<file path="config.mk">
export PLATFORM = sky130hd
export DESIGN_NAME = sync_ser_engine
export DESIGN_NICKNAME = d
export VERILOG_FILES = /design/src/rtl/sync_ser_pkg.sv /design/src/rtl/ser_baud_gen.sv /design/src/rtl/ser_clk_sync.sv /design/src/rtl/ser_shift_core.sv /design/src/rtl/sync_ser_engine.sv
export SDC_FILE = /design/constraint.sdc
export NUM_CORES = 1
export LEC_CHECK = 0
export ABC_CLOCK_PERIOD_IN_PS = 2400
export BUFFER_PORTS_ARGS = -buffer_cell sky130_fd_sc_hd__buf_2
export CAP_MARGIN = 20
export CORE_UTILIZATION = 55
export CTS_BUF_LIST = sky130_fd_sc_hd__clkbuf_16
export DETAILED_ROUTE_END_ITERATION = 10
export GPL_TIMING_DRIVEN = 0
export PLACE_DENSITY = 0.79
export SYNTH_ARGS = -nofsm -noshare
export SYNTH_HDL_FRONTEND = slang
export SYNTH_SLANG_ARGS = --single-unit
</file>
<file path="constraint.sdc">
create_clock -name clk -period 2.4 [get_ports clk]
set_input_delay 0.24 -clock clk [delete_from_list [all_inputs] [get_ports clk]]
set_output_delay 0.24 -clock clk [all_outputs]
set_load 0.01 [all_outputs]
</file>
<file path="src/rtl/sync_ser_pkg.sv">
package sync_ser_pkg;
  // An edge samples the input when it is a leading edge and the phase is
  // early, or a trailing edge and the phase is late.
  function automatic logic edge_samples(input logic lead, input logic late_phase);
    return lead ^ late_phase;
  endfunction
endpackage

</file>
<file path="src/rtl/ser_baud_gen.sv">
module ser_baud_gen #(
  parameter int DIV_W = 8
) (
  input  logic             clk,
  input  logic             rst_n,
  input  logic             run,
  input  logic [DIV_W-1:0] div,
  output logic             tick,
  output logic             level
);
  logic [DIV_W-1:0] cnt;

  assign tick = run && (cnt == div);

  always_ff @(posedge clk or negedge rst_n) begin
    if (!rst_n) begin
      cnt   <= '0;
      level <= 1'b0;
    end else if (!run) begin
      cnt   <= '0;
      level <= 1'b0;
    end else if (cnt == div) begin
      cnt   <= '0;
      level <= ~level;
    end else begin
      cnt <= cnt + 1'b1;
    end
  end

  // with a divider above zero two ticks never come back to back
  assert_tick_spacing_R3: assert property (@(posedge clk) disable iff (!rst_n)
    (tick && div != '0 && $stable(div)) |=> !tick);
endmodule

</file>
<file path="src/rtl/ser_clk_sync.sv">
module ser_clk_sync #(
  parameter int STAGES = 2
) (
  input  logic clk,
  input  logic rst_n,
  input  logic sck_in,
  input  logic sdi_in,
  output logic edge_seen,
  output logic sdi_sync
);
  logic [STAGES-1:0] sck_pipe;
  logic [STAGES-1:0] sdi_pipe;
  logic              sck_prev;

  always_ff @(posedge clk or negedge rst_n) begin
    if (!rst_n) begin
      sck_pipe <= '0;
      sdi_pipe <= '0;
      sck_prev <= 1'b0;
    end else begin
      sck_pipe <= {sck_pipe[STAGES-2:0], sck_in};
      sdi_pipe <= {sdi_pipe[STAGES-2:0], sdi_in};
      sck_prev <= sck_pipe[STAGES-1];
    end
  end

  assign edge_seen = sck_pipe[STAGES-1] ^ sck_prev;
  assign sdi_sync  = sdi_pipe[STAGES-1];
endmodule

</file>
<file path="src/rtl/ser_shift_core.sv">
module ser_shift_core
  import sync_ser_pkg::*;
#(
  parameter int FRAME_BITS = 8
) (
  input  logic                  clk,
  input  logic                  rst_n,
  input  logic                  late_phase,
  input  logic                  fire,
  input  logic                  sdi_bit,
  input  logic                  tx_valid,
  output logic                  tx_ready,
  input  logic [FRAME_BITS-1:0] tx_data,
  output logic                  rx_valid,
  output logic [FRAME_BITS-1:0] rx_data,
  output logic                  sdo
);
  localparam int EDGES = 2 * FRAME_BITS;
  localparam int IDX_W = $clog2(EDGES);
  localparam logic [IDX_W-1:0] LAST_EDGE = IDX_W'(EDGES - 1);

  logic                  busy;
  logic [IDX_W-1:0]      idx;
  logic [FRAME_BITS-1:0] tx_sh;
  logic [FRAME_BITS-1:0] rx_sh;
  logic                  smp;
  logic                  last;
  logic                  accept;

  assign tx_ready = !busy;
  assign accept   = tx_valid && !busy;
  assign smp      = edge_samples(!idx[0], late_phase);
  assign last     = (idx == LAST_EDGE);

  always_ff @(posedge clk or negedge rst_n) begin
    if (!rst_n) begin
      busy     <= 1'b0;
      idx      <= '0;
      tx_sh    <= '0;
      rx_sh    <= '0;
      sdo      <= 1'b0;
      rx_valid <= 1'b0;
      rx_data  <= '0;
    end else begin
      rx_valid <= 1'b0;
      if (accept) begin
        busy  <= 1'b1;
        idx   <= '0;
        rx_sh <= '0;
        if (late_phase) begin
          tx_sh <= tx_data;
        end else begin
          sdo   <= tx_data[FRAME_BITS-1];
          tx_sh <= {tx_data[FRAME_BITS-2:0], 1'b0};
        end
      end else if (busy && fire) begin
        idx <= idx + 1'b1;
        if (smp) begin
          rx_sh <= {rx_sh[FRAME_BITS-2:0], sdi_bit};
        end else if (!last) begin
          sdo   <= tx_sh[FRAME_BITS-1];
          tx_sh <= {tx_sh[FRAME_BITS-2:0], 1'b0};
        end
        if (last) begin
          busy     <= 1'b0;
          rx_valid <= 1'b1;
          rx_data  <= smp ? {rx_sh[FRAME_BITS-2:0], sdi_bit} : rx_sh;
        end
      end
    end
  end

  // a taken byte blocks the next one
  assert_accept_blocks_R2: assert property (@(posedge clk) disable iff (!rst_n)
    (tx_valid && tx_ready) |=> !tx_ready);
  // the end of frame frees the input
  assert_done_frees_R2: assert property (@(posedge clk) disable iff (!rst_n)
    rx_valid |-> tx_ready);
  // the receive strobe lasts one cycle and follows a clock edge
  assert_strobe_single_R7: assert property (@(posedge clk) disable iff (!rst_n)
    rx_valid |=> !rx_valid);
  assert_strobe_after_edge_R7: assert property (@(posedge clk) disable iff (!rst_n)
    rx_valid |-> $past(fire));
  // data out moves only on an edge or on acceptance
  assert_sdo_hold_R5: assert property (@(posedge clk) disable iff (!rst_n)
    (!(busy && fire) && !accept) |=> $stable(sdo));
endmodule

</file>
<file path="src/rtl/sync_ser_engine.sv">
module sync_ser_engine #(
  parameter int FRAME_BITS  = 8,
  parameter int DIV_W       = 8,
  parameter int SYNC_STAGES = 2
) (
  input  logic                  clk,
  input  logic                  rst_n,
  input  logic [DIV_W-1:0]      baud_div,
  input  logic                  master_en,
  input  logic                  edge_inv,
  input  logic                  phase_sel,
  input  logic                  tx_valid,
  output logic                  tx_ready,
  input  logic [FRAME_BITS-1:0] tx_data,
  output logic                  rx_valid,
  output logic [FRAME_BITS-1:0] rx_data,
  output logic                  sck_o,
  output logic                  sck_oe,
  input  logic                  sck_i,
  output logic                  sdo,
  input  logic                  sdi
);
  logic m_tick;
  logic m_level;
  logic s_edge;
  logic s_sdi;
  logic fire;
  logic sdi_bit;

  ser_baud_gen #(.DIV_W(DIV_W)) u_baud (
    .clk   (clk),
    .rst_n (rst_n),
    .run   (master_en && !tx_ready),
    .div   (baud_div),
    .tick  (m_tick),
    .level (m_level)
  );

  ser_clk_sync #(.STAGES(SYNC_STAGES)) u_sync (
    .clk       (clk),
    .rst_n     (rst_n),
    .sck_in    (sck_i),
    .sdi_in    (sdi),
    .edge_seen (s_edge),
    .sdi_sync  (s_sdi)
  );

  assign fire    = master_en ? m_tick : s_edge;
  assign sdi_bit = master_en ? sdi    : s_sdi;

  ser_shift_core #(.FRAME_BITS(FRAME_BITS)) u_core (
    .clk        (clk),
    .rst_n      (rst_n),
    .late_phase (phase_sel),
    .fire       (fire),
    .sdi_bit    (sdi_bit),
    .tx_valid   (tx_valid),
    .tx_ready   (tx_ready),
    .tx_data    (tx_data),
    .rx_valid   (rx_valid),
    .rx_data    (rx_data),
    .sdo        (sdo)
  );

  assign sck_o  = m_level ^ edge_inv;
  assign sck_oe = master_en;

  // an idle master holds the clock at its idle level
  assert_idle_level_R3: assert property (@(posedge clk) disable iff (!rst_n)
    (master_en && tx_ready) |-> (sck_o == edge_inv));
endmodule

</file>
==> impl_metrics.ini, run 1 <==
[drt]
drt_iter0_markers = 125
route.detailed.drc = 0
topRoutingLayerUsed = met4
viasPerCell = 5.56
ant_nets = 0
wl_per_cell_um = 14.4
met1_length_um = 1990
finalWirelength_um = 4290
wl_met3_um = 149
dr.pass1.iters = 4
num_vias = 1663
met2_length_um = 2080

[logic_synthesis]
yosys-top-cells-area = dfrtp_1 51%, mux2i_1 7.3%, mux2_2 6.7%
synth_most_common_cell = dfrtp_1
syn_area_um2 = 2200
synth_edf_count = 0
synth_seq_area_share = 0.512
ys_ff_latch = 45
synth_area_per_cell_um2 = 10.7
yosysWarnings = 0
synth_top_area_cell = dfrtp_1
postSynthCellCount = 205
async_reset_ff_frac = 1.00
synth_top_flop_cell = dfrtp_1
yosys-top-cells-count = 45 x dfrtp_1, 16 x mux2i_1, 15 x nand2_1, 15 x o21ai_0, 14 x xor2_1
synth_top_area_frac = 0.512
syn_nets = 231
ys_types = 33

[worst_setup_path]
critPathKind = reg -> reg
crit_path_end_kind = register
startpoint = u_core.idx[0]
critPathMaxFanout = 10
worstPathArrival_ns = 2.34
worstReg2RegStart = u_core.idx[0]
crit_path_start_kind = register
required_ns = 2.54

[place]
portBuffers = 36
dpl.hpwl_um = 2910
place_inst = 289
gp_congestion = 0.753

[clocking]
cts_tree = built
clk_pin_slew_worst_paths_ns = 0.06
cts.path.max_buffers = 2
htreeDepth = 2
cts.sinks = 45
clk_latency_ns = 0.28
postCtsSetupBuffers = 0
root_buffer = clkbuf_16
cts_buffers = 5

[sta]
slew_viol_final = 0
fmax_mhz = 456
min_period_ns = 2.19
setup_tns_ns = 0
skew_ns = 0.00531
rsz0062_at_grt = no
timing_hold_violations_final = 0
finalSetupViolCount = 0
worstMarginPinSlew_ns = 0.576
holdWs_ns = 0.0678
period_share = 0.914
slew_headroom = 0.616

[global_route]
overflow = 0
grt_pass1_wl_um = 7160
grt_pass1_vias = 1584
grt_util_all_layers = 0.224
antenna_found_initial = 0
grt_max_degree = 46

[floorplan]
dieArea_um2 = 4260
die_w_um = 65.2
core_area_um2 = 3740
start_util = 0.588
fp-row-count = 22
die_h_um = 65.2
ioPinCount = 37

[layout]
nNetsFinal = 276
register_area_um2 = 1130
multiInputGateArea_um2 = 1000
area_delta_synth_final_pct = 18.9
drive_gt1_frac = 0.255
nFillCells = 294
utilization = 0.699
final_cells = 299
num_antenna_cells = 0

[flow_run]
maxCapViolations = 0

[pwr]
power_mw = 2.42
p_leak_nw = 1.33
irDropWorstVdd_v = 0.000457
powerDensity_nw_per_um2 = 926

[worst_hold_path]
hold_start = sck_i
hold_path_class = in -> reg

[run_status]
status = finished, final reports clean
==> routing by layer <==
metal  up-vias  GRT usage
met5         -          0
met4         0      0.103
met3         8     0.0451
met2        40      0.344
met1       804      0.304
li1        811          -
==> placed cells by master (no fill, tap or decap), drive strengths merged, types with 2 or more instances in the layout <==
master,n
or3,3
nor2b,2
dfrtp,45
nand2,15
a21oi,2
a22oi,7
clkbuf,13
inv,8
nand3,10
xor2,14
ha,2
or4,2
a211oi,2
nor3,5
mux2i,16
nor4,2
o21ai,16
nor2,13
buf,40
mux2,13
a31oi,7
xnor2,4
and3,3
==> path summary, 6_finish.rpt <==
kind	end	cells past startpoint	slack, ns
max	u_core.tx_sh[1]	7	0.21
min	u_sync.sck_pipe[0]	1	0.07
max reg2reg	u_core.tx_sh[1]	7	0.21
min reg2reg	u_sync.sdi_pipe[1]	0	0.36
max in group asynchronous	u_core.idx[0]	3	1.49
min in group asynchronous	u_core.rx_valid	2	0.43
==> through the flow <==
| step | area (µm²) | worst slack, ns |
|---|---|---|
| after global placement | 2440 | 0.210 |
| final | 2620 | 0.205 |
| after CTS | 2580 | 0.117 |
| after floorplan | 2200 | 0.370 |
| after detailed placement | 2440 | 0.161 |
| after global routing | 2620 | 0.128 |
==> worst max-delay path, cell delays in order (launching register included) <==
cell and delay [ns]:
dfrtp_1 0.43, ha_1 0.24, and3_1 0.19, or3_1 0.41
or3_1 0.35, buf_6 0.15, a31oi_1 0.18, a22oi_1 0.11
==> power by group <==
group	internal, mW	switching [mW]	leakage, nW
combinational	0.323	0.360	0.671
clock	0.378	0.268	0.0724
sequential	0.955	0.137	0.585
==> flip-flops by register name, indices dropped and copies added, names as in the netlist <==
register         flops
u_core.idx           4
u_sync.sdi_pipe      2
u_core.sdo           1
u_baud.level         1
u_sync.sck_pipe      2
u_core.tx_sh         8
u_core.rx_sh         8
u_core.rx_data       8
u_core.rx_valid      1
u_core.busy          1
u_baud.cnt           8
u_sync.sck_prev      1
==> kinds of logic (layout without fill, tap and decap cells) <==
logic type               count (synthesis)  after routing  synth area share
buffers and inverters                   17             63            0.0347
multiplexers                            29             29             0.139
flip-flops                              45             45             0.512
AND/OR/NAND/NOR                         58             58             0.128
adder cells (fa/ha/maj)                  2              2            0.0114
AO/OA/AOI/OAI                           36             36             0.103
XOR/XNOR                                18             18            0.0717
==> layout make-up <==
class | instances | share of cell area
timing repair buffer | 38 | 0.0804
multi-input combinational | 143 | 0.383
clock inverter | 3 | 0.00574
buffer | 11 | 0.0206
inverter | 6 | 0.00861
tap | 48 | 0.0230
sequential | 45 | 0.431
clock buffer | 5 | 0.0478
==> timing repair <==
action	in CTS	in global routing
gates resized for setup	0	1
hold endpoints to repair	0	17
hold buffers	0	1
setup endpoints to repair	0	7
(Power assumes the default switching activity.)
==> run 2, diff against run 1 <==
--- a/config.mk
+++ b/config.mk
@@ -13,6 +13,7 @@
 export DETAILED_ROUTE_END_ITERATION = 10
 export GPL_TIMING_DRIVEN = 0
 export PLACE_DENSITY = 0.79
+export RECOVER_POWER = 50
 export SYNTH_ARGS = -nofsm -noshare
 export SYNTH_HDL_FRONTEND = slang
 export SYNTH_SLANG_ARGS = --single-unit
==> run 2 against run 1 <==
Effect of this change:
- critical endpoint unchanged
- via count increased by 0.30%
- highest routed layer unchanged
- sequential share of layout area increased by 0.33 points
- fmax decreased by 0.25%
- hold slack about the same
- wire length increased by 0.56%
- largest cell class unchanged
- first-iteration DRC count increased by 8.8%
==> impl_metrics.ini, run 2 (synthesis results as in run 1) <==
[run_status]
status = finished, final reports clean

[global_route]
grt_pass1_vias = 1584
grt_util_all_layers = 0.224
antenna_found_initial = 0
grt_max_degree = 46
overflow = 0
grt_pass1_wl_um = 7160

[worst_setup_path]
cp_cell_sequence = ha_1, and3_1, or3_1, or3_1, buf_6, a31oi_1, a22oi_1
required_ns = 2.55
worstPathArrival_ns = 2.35
slowest_stage = dfrtp_1
cpPeakStageDelay_ns = 0.43
crit_path_start_kind = register
crit_path_end_kind = register
critPathMaxFanout = 10
r2r_slack_ns = 0.20
critPathKind = reg -> reg
cpMostUsedCell = or3_1

[floorplan]
die_w_um = 65.2
fp-row-count = 22
dieArea_um2 = 4260
start_util = 0.588
die_h_um = 65.2
ioPinCount = 37
core_area_um2 = 3740

[sta]
setup_tns_ns = 0
finalSetupViolCount = 0
timing_hold_violations_final = 0
slew_headroom = 0.390
period_share = 0.917
min_period_ns = 2.20
slew_viol_final = 0
fmax_mhz = 454
worstMarginPinSlew_ns = 0.915
skew_ns = 0.00589
rsz0062_at_grt = no

[layout]
nFillCells = 300
mostFrequentLayoutCell = dfrtp_1
area_delta_synth_final_pct = 18.0
nNetsFinal = 276
final_area_um2 = 2590
drive_gt1_frac = 0.239
num_antenna_cells = 0
final_cell_mix = 45 x dfrtp_1, 33 x buf_2, 16 x mux2i_1

[drt]
drt_iter0_markers = 136
route.detailed.drc = 0
dr.pass1.iters = 4
finalWirelength_um = 4320
viasPerCell = 5.58
ant_nets = 0
num_vias = 1668
wl_per_cell_um = 14.4

[place]
dpl-instance-area_um2 = 2440
gp_congestion = 0.753
portBuffers = 36
dpl.hpwl_um = 2910

[clocking]
htreeDepth = 2
cts_tree = built
root_buffer = clkbuf_16
cts.path.max_buffers = 2
cts.sinks = 45
postCtsSetupBuffers = 0
clk_latency_ns = 0.28
cts_buffers = 5
clk_pin_slew_worst_paths_ns = 0.06

[pwr]
p_leak_nw = 1.31
irDropWorstVdd_v = 0.000457
powerDensity_nw_per_um2 = 932

[worst_hold_path]
hold_path_class = in -> reg

[flow_run]
maxCapViolations = 0
[run 2: through the flow]
stage               power, mW  setup WS, ns  utilization  hold slack, ns  std cells
floorplan                1.57         0.370            -         -0.0556        205
global placement         1.74         0.210        0.652           0.332        289
detailed placement       1.77         0.161        0.652           0.350        289
CTS                      2.43         0.117        0.689          0.0658        297
global route             2.58         0.128        0.693          0.0594        299
finish                   2.42         0.200        0.693          0.0674        299
[run 2: timing repair]
item / CTS / global route
setup endpoints to repair: 0 / 7
gates resized for setup: 0 / 1
hold buffers: 0 / 1
hold endpoints to repair: 0 / 17
[run 2: routing by layer]
metal	wire [µm]	up-vias	GRT usage
met2	2050	37	0.344
met3	162	8	0.0451
met1	2030	813	0.304
met4	72	0	0.103
met5	0	-	0
li1	-	810	-
[run 2: power by group]
part | switching (mW) | total (mW) | leakage (nW) | internal, mW
clock | 0.270 | 0.648 | 0.0724 | 0.378
sequential | 0.137 | 1.09 | 0.585 | 0.955
combinational | 0.360 | 0.679 | 0.653 | 0.319
total | 0.767 | 2.42 | 1.31 | 1.65
[run 2: worst paths after layout]
check,start,end,depth (start not counted)
worst max-delay path,u_core.idx[0],u_core.tx_sh[1],7
worst min-delay path,sck_i,u_sync.sck_pipe[0],1
worst max register to register,u_core.idx[0],u_core.tx_sh[1],7
worst min register to register,u_sync.sdi_pipe[0],u_sync.sdi_pipe[1],0
max in group asynchronous,rst_n,u_core.tx_sh[6],3
min in group asynchronous,rst_n,u_core.rx_valid,2
[run 2: critical path: cells and delay by family (launching register included)]
family | cells | cell delay, ns
AND/OR/NAND/NOR | 3 | 0.95
adder cells (fa/ha/maj) | 1 | 0.24
buffers and inverters | 1 | 0.15
flip-flops | 1 | 0.43
AO/OA/AOI/OAI | 2 | 0.29
[run 2: final cells by class]
type                            instances  area (µm²)  area share
Multi-Input combinational cell        143        1000       0.386
Buffer                                 11        53.8      0.0207
Sequential cell                        45        1130       0.434
Inverter                                6        22.5     0.00868
Timing Repair Buffer                   38         190      0.0733
Clock inverter                          3        15.0     0.00579
Clock buffer                            5         125      0.0482
Tap cell                               48        60.1      0.0231
